## src/rtl/dfrd_pkg.sv

```systemverilog
package dfrd_pkg;

    typedef enum logic [1:0] {
        BUS_HOLD = 2'd0,
        BUS_LOAD = 2'd1,
        BUS_ZERO = 2'd2
    } bus_act_e;

    typedef struct packed {
        logic pulse;
        logic sticky;
    } stat_t;

endpackage

```

## src/rtl/dfrd_ctrl.sv

```systemverilog
module dfrd_ctrl (
    input  logic active_i,
    input  logic valid_i,
    input  logic last_i,
    input  logic req_i,
    input  logic last_pend_i,
    output logic ready_o,
    output logic take_o,
    output logic starve_o,
    output logic take_last_o,
    output dfrd_pkg::bus_act_e act_o
);
    import dfrd_pkg::*;

    always_comb begin
        ready_o     = req_i && active_i;
        take_o      = ready_o && valid_i;
        starve_o    = req_i && !take_o;
        take_last_o = take_o && last_i;
        if (!active_i) begin
            act_o = BUS_ZERO;
        end else if (take_o) begin
            act_o = BUS_LOAD;
        end else if (last_pend_i) begin
            act_o = BUS_ZERO;
        end else begin
            act_o = BUS_HOLD;
        end
    end
endmodule

```

## src/rtl/dfrd_outreg.sv

```systemverilog
module dfrd_outreg #(
    parameter int DATA_W = 32
) (
    input  logic              clk,
    input  logic              rst,
    input  dfrd_pkg::bus_act_e act_i,
    input  logic              take_last_i,
    input  logic [DATA_W-1:0] data_i,
    output logic [DATA_W-1:0] data_o,
    output logic              valid_o,
    output logic              last_pend_o
);
    import dfrd_pkg::*;

    typedef struct packed {
        logic [DATA_W-1:0] data;
        logic              valid;
        logic              last_pend;
    } oreg_t;

    oreg_t st_d, st_q;

    always_comb begin
        st_d       = st_q;
        st_d.valid = 1'b0;
        case (act_i)
            BUS_LOAD: begin
                st_d.data      = data_i;
                st_d.valid     = 1'b1;
                st_d.last_pend = take_last_i;
            end
            BUS_ZERO: begin
                st_d.data      = '0;
                st_d.last_pend = 1'b0;
            end
            default: ;
        endcase
    end

    always_ff @(posedge clk) begin
        if (rst) begin
            st_q <= '0;
        end else begin
            st_q <= st_d;
        end
    end

    assign data_o      = st_q.data;
    assign valid_o     = st_q.valid;
    assign last_pend_o = st_q.last_pend;
endmodule

```

## src/rtl/dfrd_status.sv

```systemverilog
module dfrd_status (
    input  logic clk,
    input  logic rst,
    input  logic starve_i,
    input  logic clr_i,
    output logic pulse_o,
    output logic sticky_o
);
    import dfrd_pkg::*;

    stat_t st_d, st_q;

    always_comb begin
        st_d.pulse  = starve_i;
        st_d.sticky = (st_q.sticky && !clr_i) || starve_i;
    end

    always_ff @(posedge clk) begin
        if (rst) begin
            st_q <= '0;
        end else begin
            st_q <= st_d;
        end
    end

    assign pulse_o  = st_q.pulse;
    assign sticky_o = st_q.sticky;
endmodule

```

## src/rtl/dac_fifo_rd.sv

```systemverilog
module dac_fifo_rd #(
    parameter int DATA_W = 32
) (
    input  logic              clk,
    input  logic              rst,
    input  logic              xfer_active_i,
    input  logic              s_valid_i,
    input  logic [DATA_W-1:0] s_data_i,
    input  logic              s_last_i,
    output logic              s_ready_o,
    input  logic              dev_req_i,
    output logic [DATA_W-1:0] dev_data_o,
    output logic              out_valid_o,
    output logic              underrun_o,
    output logic              underrun_sticky_o,
    input  logic              underrun_clr_i
);
    import dfrd_pkg::*;

    logic     take;
    logic     starve;
    logic     take_last;
    logic     last_pend;
    bus_act_e act;

    dfrd_ctrl u_ctrl (
        .active_i    (xfer_active_i),
        .valid_i     (s_valid_i),
        .last_i      (s_last_i),
        .req_i       (dev_req_i),
        .last_pend_i (last_pend),
        .ready_o     (s_ready_o),
        .take_o      (take),
        .starve_o    (starve),
        .take_last_o (take_last),
        .act_o       (act)
    );

    dfrd_outreg #(.DATA_W(DATA_W)) u_outreg (
        .clk         (clk),
        .rst         (rst),
        .act_i       (act),
        .take_last_i (take_last),
        .data_i      (s_data_i),
        .data_o      (dev_data_o),
        .valid_o     (out_valid_o),
        .last_pend_o (last_pend)
    );

    dfrd_status u_status (
        .clk      (clk),
        .rst      (rst),
        .starve_i (starve),
        .clr_i    (underrun_clr_i),
        .pulse_o  (underrun_o),
        .sticky_o (underrun_sticky_o)
    );
endmodule

```

## config.mk

```make
export PLATFORM = sky130hd
export DESIGN_NAME = dac_fifo_rd
export DESIGN_NICKNAME = d
export VERILOG_FILES = /design/src/rtl/dfrd_pkg.sv /design/src/rtl/dfrd_ctrl.sv /design/src/rtl/dfrd_outreg.sv /design/src/rtl/dfrd_status.sv /design/src/rtl/dac_fifo_rd.sv
export SDC_FILE = /design/constraint.sdc
export NUM_CORES = 1
export LEC_CHECK = 0
export BUFFER_PORTS_ARGS = -buffer_cell sky130_fd_sc_hd__buf_2
export CORE_MARGIN = 2
export CORE_UTILIZATION = 45
export DETAILED_ROUTE_END_ITERATION = 16
export PLACE_DENSITY = 0.79
export SYNTH_ARGS = -nofsm -noshare
export SYNTH_HDL_FRONTEND = slang
export SYNTH_SLANG_ARGS = --single-unit
```

## constraint.sdc

```tcl
create_clock -name clk -period 3.8 [get_ports clk]
set_input_delay 0.38 -clock clk [delete_from_list [all_inputs] [get_ports clk]]
set_output_delay 0.38 -clock clk [all_outputs]
set_load 0.01 [all_outputs]
```

## After elaboration in Yosys (flattened, before gate mapping)

Index checks and enable logic that the tools add are counted.

- Memories: 0
- RAM bits: 0
- Latch bits: 0
- Flip-flop bits (word level): 36
- Word-level logic and storage cells: 22
- ROM bits: 0

- Shift operators: 0
- $add $sub $neg: 0
- Reduce and logical (&&, ||, !) cells: 9
- Muxes and demuxes: 6
- Bitwise operators: 0
- Div/mod/pow operators: 0
- Eq/ne operators: 2
- Multiply operators: 0
- Order comparisons: 0

Operator list:

| cell | number |
|---|---|
| $pmux 32 s2 | 1 |
| $mux 2 | 3 |
| $logic_and 1x1->1 | 5 |
| $eq 2x1->1 const B | 1 |
| $eq 2x2->1 const B | 1 |
| $logic_not 1->1 | 2 |
| $pmux 1 s2 | 1 |
| $reduce_bool 2->1 | 1 |
| $logic_or 1x1->1 | 1 |
| $mux 1 | 1 |

## Longest topological paths before layout

- Word-level depth: 6
- Gate-level depth with buffers: 9
- Gate-level depth less buffers: 6

## By module

A second synthesis with hierarchy kept.

- Cells, all modules: 167
- Area total of the unflattened synthesis: 1674.1 µm²

Modules (own cells, without submodules):

| module | cells an instance | times used | area each (µm²) |
|---|---|---|---|
| dfrd_outreg | 154 | 1 | 1561.5 |
| dfrd_status | 6 | 1 | 62.6 |
| dfrd_ctrl | 7 | 1 | 50.0 |

## Least setup slack after synthesis

OpenSTA, ideal clock, no wires.

- Path kind: input port to flip-flop
- Start point: in s_valid_i
- End point: reg u_outreg.st_q (netlist bit u_outreg.last_pend_o)
- Stages on the path: 7
- Buffers on the path: 1
- Arrival time: 1.819 ns
- Library setup time: 0.073 ns
- Path slack: 1.908 ns
- Required time: 3.727 ns
- Path through: and3_1 -> inv_1 -> o21ai_0 -> ha_1 -> buf_6 -> or4b_4 -> o22ai_2

- Longest elaborated chain between the ends: 5
- Elaborated cells on any way between the ends: 8

RTL lines:

| element | line | source |
|---|---|---|
| start: declaration | dac_fifo_rd.sv:7 | `input logic s_valid_i,` |
| $logic_and 1x1->1 * | dfrd_ctrl.sv:17 | `take_o = ready_o && valid_i;` |
| $mux 2 | dfrd_ctrl.sv:22 | `end else if (take_o) begin` |
| $mux 2 | dfrd_ctrl.sv:20 | `if (!active_i) begin` |
| $eq 2x2->1 or $eq 2x1->1 (tied branches) | dfrd_outreg.sv:26 | `case (act_i)` |
| $pmux 1 s2 or $reduce_bool 2->1 (tied branches) | - |  |
| end signal: assignment | dfrd_outreg.sv:44 | `st_q <= st_d;` |
| end: declaration | dfrd_outreg.sv:21 | `oreg_t st_d, st_q;` |

Mark *: on every way between the ends. The rest lies on a longest branch, timed or not.
A chain may end at the register's enable or synchronous reset.

## Final worst setup path

- Start point: in s_valid_i
- End point: reg u_outreg.st_q (netlist bit u_outreg.data_o[12])

- Longest elaborated chain between the ends: 5
- Elaborated cells on any way between the ends: 7

RTL lines:

| element | line |
|---|---|
| $logic_and 1x1->1 * | dfrd_ctrl.sv:17 |
| $mux 2 * | dfrd_ctrl.sv:22 |
| $mux 2 * | dfrd_ctrl.sv:20 |
| $eq 2x2->1 or $eq 2x1->1 (tied branches) | dfrd_outreg.sv:26 |
| $pmux 32 s2 or $reduce_bool 2->1 (tied branches) | - |

Marks and branches as above.

==> results by group <==
Run status
  • Status: complete, no violations

Place
  • Gpl congestion: about 0.7
  • PortBufs: 74
  • DP Wirelength: 2.14 mm
  • Placed Cells: 267

Floorplanning
  • Row count: 20
  • Num ports: between 70 and 80
  • Die area: 0.00374 mm2
  • Chip Width: 61.2 um
  • Initial Util: 0.478
  • Core Footprint: just over 0.003 mm2
  • Die H: approximately 61 um

Critical path
  • CP top delay family: buffers and inverters
  • Worst EP arrival: about 2.4 ns
  • Crit start category: primary input
  • RR Startpoint: u_outreg.last_pend_o
  • Number of stages on the worst setup path: 8
  • Crit path largest cell delay: around 0.56 ns
  • CP Buf/Inv Count: 3
  • Setup Crit Path Kind: in2reg
  • Slowest cell on the critical path: ha_1
  • Crit-path cells: buf_2 > and3_1 > inv_1 > o21ai_0 > ha_1 > buf_4 > or3b_1 > a21oi_1
  • Required @ worst endpoint: 4.07 ns
  • R2R depth: 5
  • Reg2Reg Setup Slack: 1.78 ns
  • Worst-path maximum fanout: 39
  • Reg2reg end: u_outreg.data_o[12]
  • Crit end category: flip-flop

Route
  • Starting DRC count in detailed routing: 70
  • WL final: 3.15 mm
  • Vias/cell: between 4 and 5
  • Vias: 1303
  • Post-route ant nets: 0
  • Drc violations: 0
  • Routed wire length per instance: 11.5 um
  • Detailed Routing Iterations Pass 1: 4

Hold path
  • Hold EP: u_status.sticky_o
  • Hold path start: underrun_clr_i
  • Hold Crit Class: in2reg
  • Depth of the worst hold-timing path: 3

Synthesis
  • Synth warn: 0
  • Yosys cell types: 20
  • Mean Syn Cell Area: roughly 9.1 um2
  • Post-synthesis cell count: roughly 160
  • Mapped Area: between 0.001 and 0.0015 mm2
  • Synthesized flop and latch total: 36
  • Share of the yosys chip area belonging to registers: 0.490
  • Syn_nets: 203

Final layout
  • N_diodes: 0
  • Final Core Density: 0.615
  • Fin nets: roughly 270
  • Area delta synth->final: 28.6%
  • Layout cells sized above 1: 0.364
  • Fin cells: ~280

STA
  • Final period util: 0.564
  • WHS: 0.294 ns
  • Final min period: between 2 and 2.5 ns
  • FMAX: between 400 and 500 MHz
  • Final Hold Viols: 0
  • RSZ-0062 raised after global routing: no
  • Slew Limit Fails: 0
  • Tightest Pin Transition: between 0.9 and 1 ns
  • Final Setup Violations: 0
  • Slew headroom: 0.377
  • Fin Setup TNS: 0 ns
  • Layout Skew: about 0.0045 ns

Pwr
  • Internal power: approximately 550 uW
  • Logic pwr share: 0.168
  • P_sw: 197 uW
  • Static leakage: 0.876 nW
  • Worst VDD drop: ~0.00025 V
  • Sequential share of power: 0.548
  • Clock power frac: 0.284
  • Switching share of power: 0.265
  • Pwr/cell area: 394 mW/mm2

Clocking
  • Clock buffer count from CTS: 5
  • Clock Tree Buf Depth: 2
  • CTS H-Tree Depth: 2
  • CTS root buf: clkbuf_4
  • TritonCTS clock tree: yes
  • Post-CTS Resized: 0
  • Cts hold-fix bufs: 0
  • Clock tree sinks: 36
  • Worst skew pair latency: ~0.34 ns
  • Clock slew at reported path FFs: around 0.1 ns
  • Post-CTS Setup Inserts: 0

GRT
  • Antenna violations before repair: 0
  • First-pass GRT wire length: 4.57 mm
  • Gr ovfl total: 0
  • All-Layer GR Usage: 0.169
  • Largest net degree at the start of global routing: 40
  • Vias in the first global route: 1067

Run
  • Max cap viols: 0
[synth_stat cells]
| library cell | instances | area share |
|---|---|---|
| o21ai_0 | 1 | 0.0034 |
| nor2b_1 | 1 | 0.0043 |
| a21bo_2 | 1 | 0.0068 |
| a21oi_1 | 33 | 0.11 |
| clkbuf_1 | 8 | 0.020 |
| nor2_1 | 1 | 0.0025 |
| or3b_1 | 32 | 0.19 |
| inv_1 | 2 | 0.0051 |
| o21a_1 | 1 | 0.0051 |
| and2_1 | 1 | 0.0043 |
| ha_1 | 2 | 0.017 |
| o22ai_2 | 1 | 0.0085 |
| buf_2 | 3 | 0.010 |
| buf_1 | 1 | 0.0025 |
| nand2_1 | 33 | 0.084 |
| buf_6 | 2 | 0.015 |
| nand2b_1 | 1 | 0.0043 |
| and3_1 | 1 | 0.0043 |
| dfxtp_1 | 36 | 0.49 |
| or4b_4 | 1 | 0.0094 |
[state kept, by name, indices dropped and copies added (netlist names)]
| name | flops |
|---|---|
| u_outreg.valid_o | 1 |
| u_outreg.last_pend_o | 1 |
| u_status.pulse_o | 1 |
| u_outreg.data_o | 32 |
| u_status.sticky_o | 1 |
[tightest hold or removal path, cell delays in order]
cell and delay, ns:
buf_2 0.07, nand2b_1 0.08, a21oi_1 0.06
[cells in the final DEF, fill, tap and decap left out, types with 2 or more instances in the layout]
master,instances
buf_2,74
clkbuf_1,2
ha_1,2
or3b_1,32
a21oi_1,33
nand2_1,33
clkbuf_4,5
inv_1,2
dfxtp_1,36
[worst max path at each step]
| stage | startpoint | end | slack [ns] |
|---|---|---|---|
| after global placement | s_valid_i | u_outreg.data_o[12] | 1.35 |
| after floorplan | s_valid_i | u_outreg.last_pend_o | 1.91 |
| after global routing | s_valid_i | u_outreg.data_o[6] | 1.51 |
| after detailed placement | s_valid_i | u_outreg.data_o[12] | 1.30 |
| final | s_valid_i | u_outreg.data_o[12] | 1.66 |
| after CTS | s_valid_i | u_outreg.data_o[12] | 1.67 |
[cell families (layout without fill, tap and decap cells)]
logic type | after synthesis | in the layout | share of synthesized area
adders and majority gates | 2 | 2 | 0.0170
and+or+nand+nor | 71 | 71 | 0.304
buffers and inverters | 16 | 85 | 0.0536
AOI/OAI and AO/OA | 37 | 37 | 0.136
DFF | 36 | 36 | 0.490
[through the flow]
stage          cell area (um2)  worst slack (ns)  power (mW)
2_1_floorplan             1470              1.91       0.499
3_3_place_gp              1830              1.35       0.543
3_5_place_dp              1830              1.30       0.544
4_1_cts                   1890              1.67       0.755
5_1_grt                   1890              1.51       0.785
6_report                  1890              1.66       0.745
[routing by layer]
metal | GRT usage | vias up | part of all wire
met2 | 0.278 | 52 | 0.44
met5 | 0 | - | 0
li1 | - | 690 | -
met1 | 0.182 | 556 | 0.44
met3 | 0.0840 | 5 | 0.10
met4 | 0.0745 | 0 | 0.017
[area by class of cell]
type                    instances  area (um2)
clock buffers                   8        58.8
well taps                      44        55.1
inverters                       2        7.51
fillers                       303        1190
flip-flops and latches         36         721
repair buffers                 75         378
multi-input cells             110         672
[power by group through the flow]
stage / logic [mW] / clock network [mW] / registers [mW]
after CTS: 0.127 / 0.219 / 0.409
after detailed placement: 0.127 / 0 / 0.417
final: 0.125 / 0.211 / 0.409
after global placement: 0.125 / 0 / 0.417
after floorplan: 0.0712 / 0 / 0.428
after global routing: 0.140 / 0.234 / 0.411
Note: power is estimated with default switching activity, not from simulation.
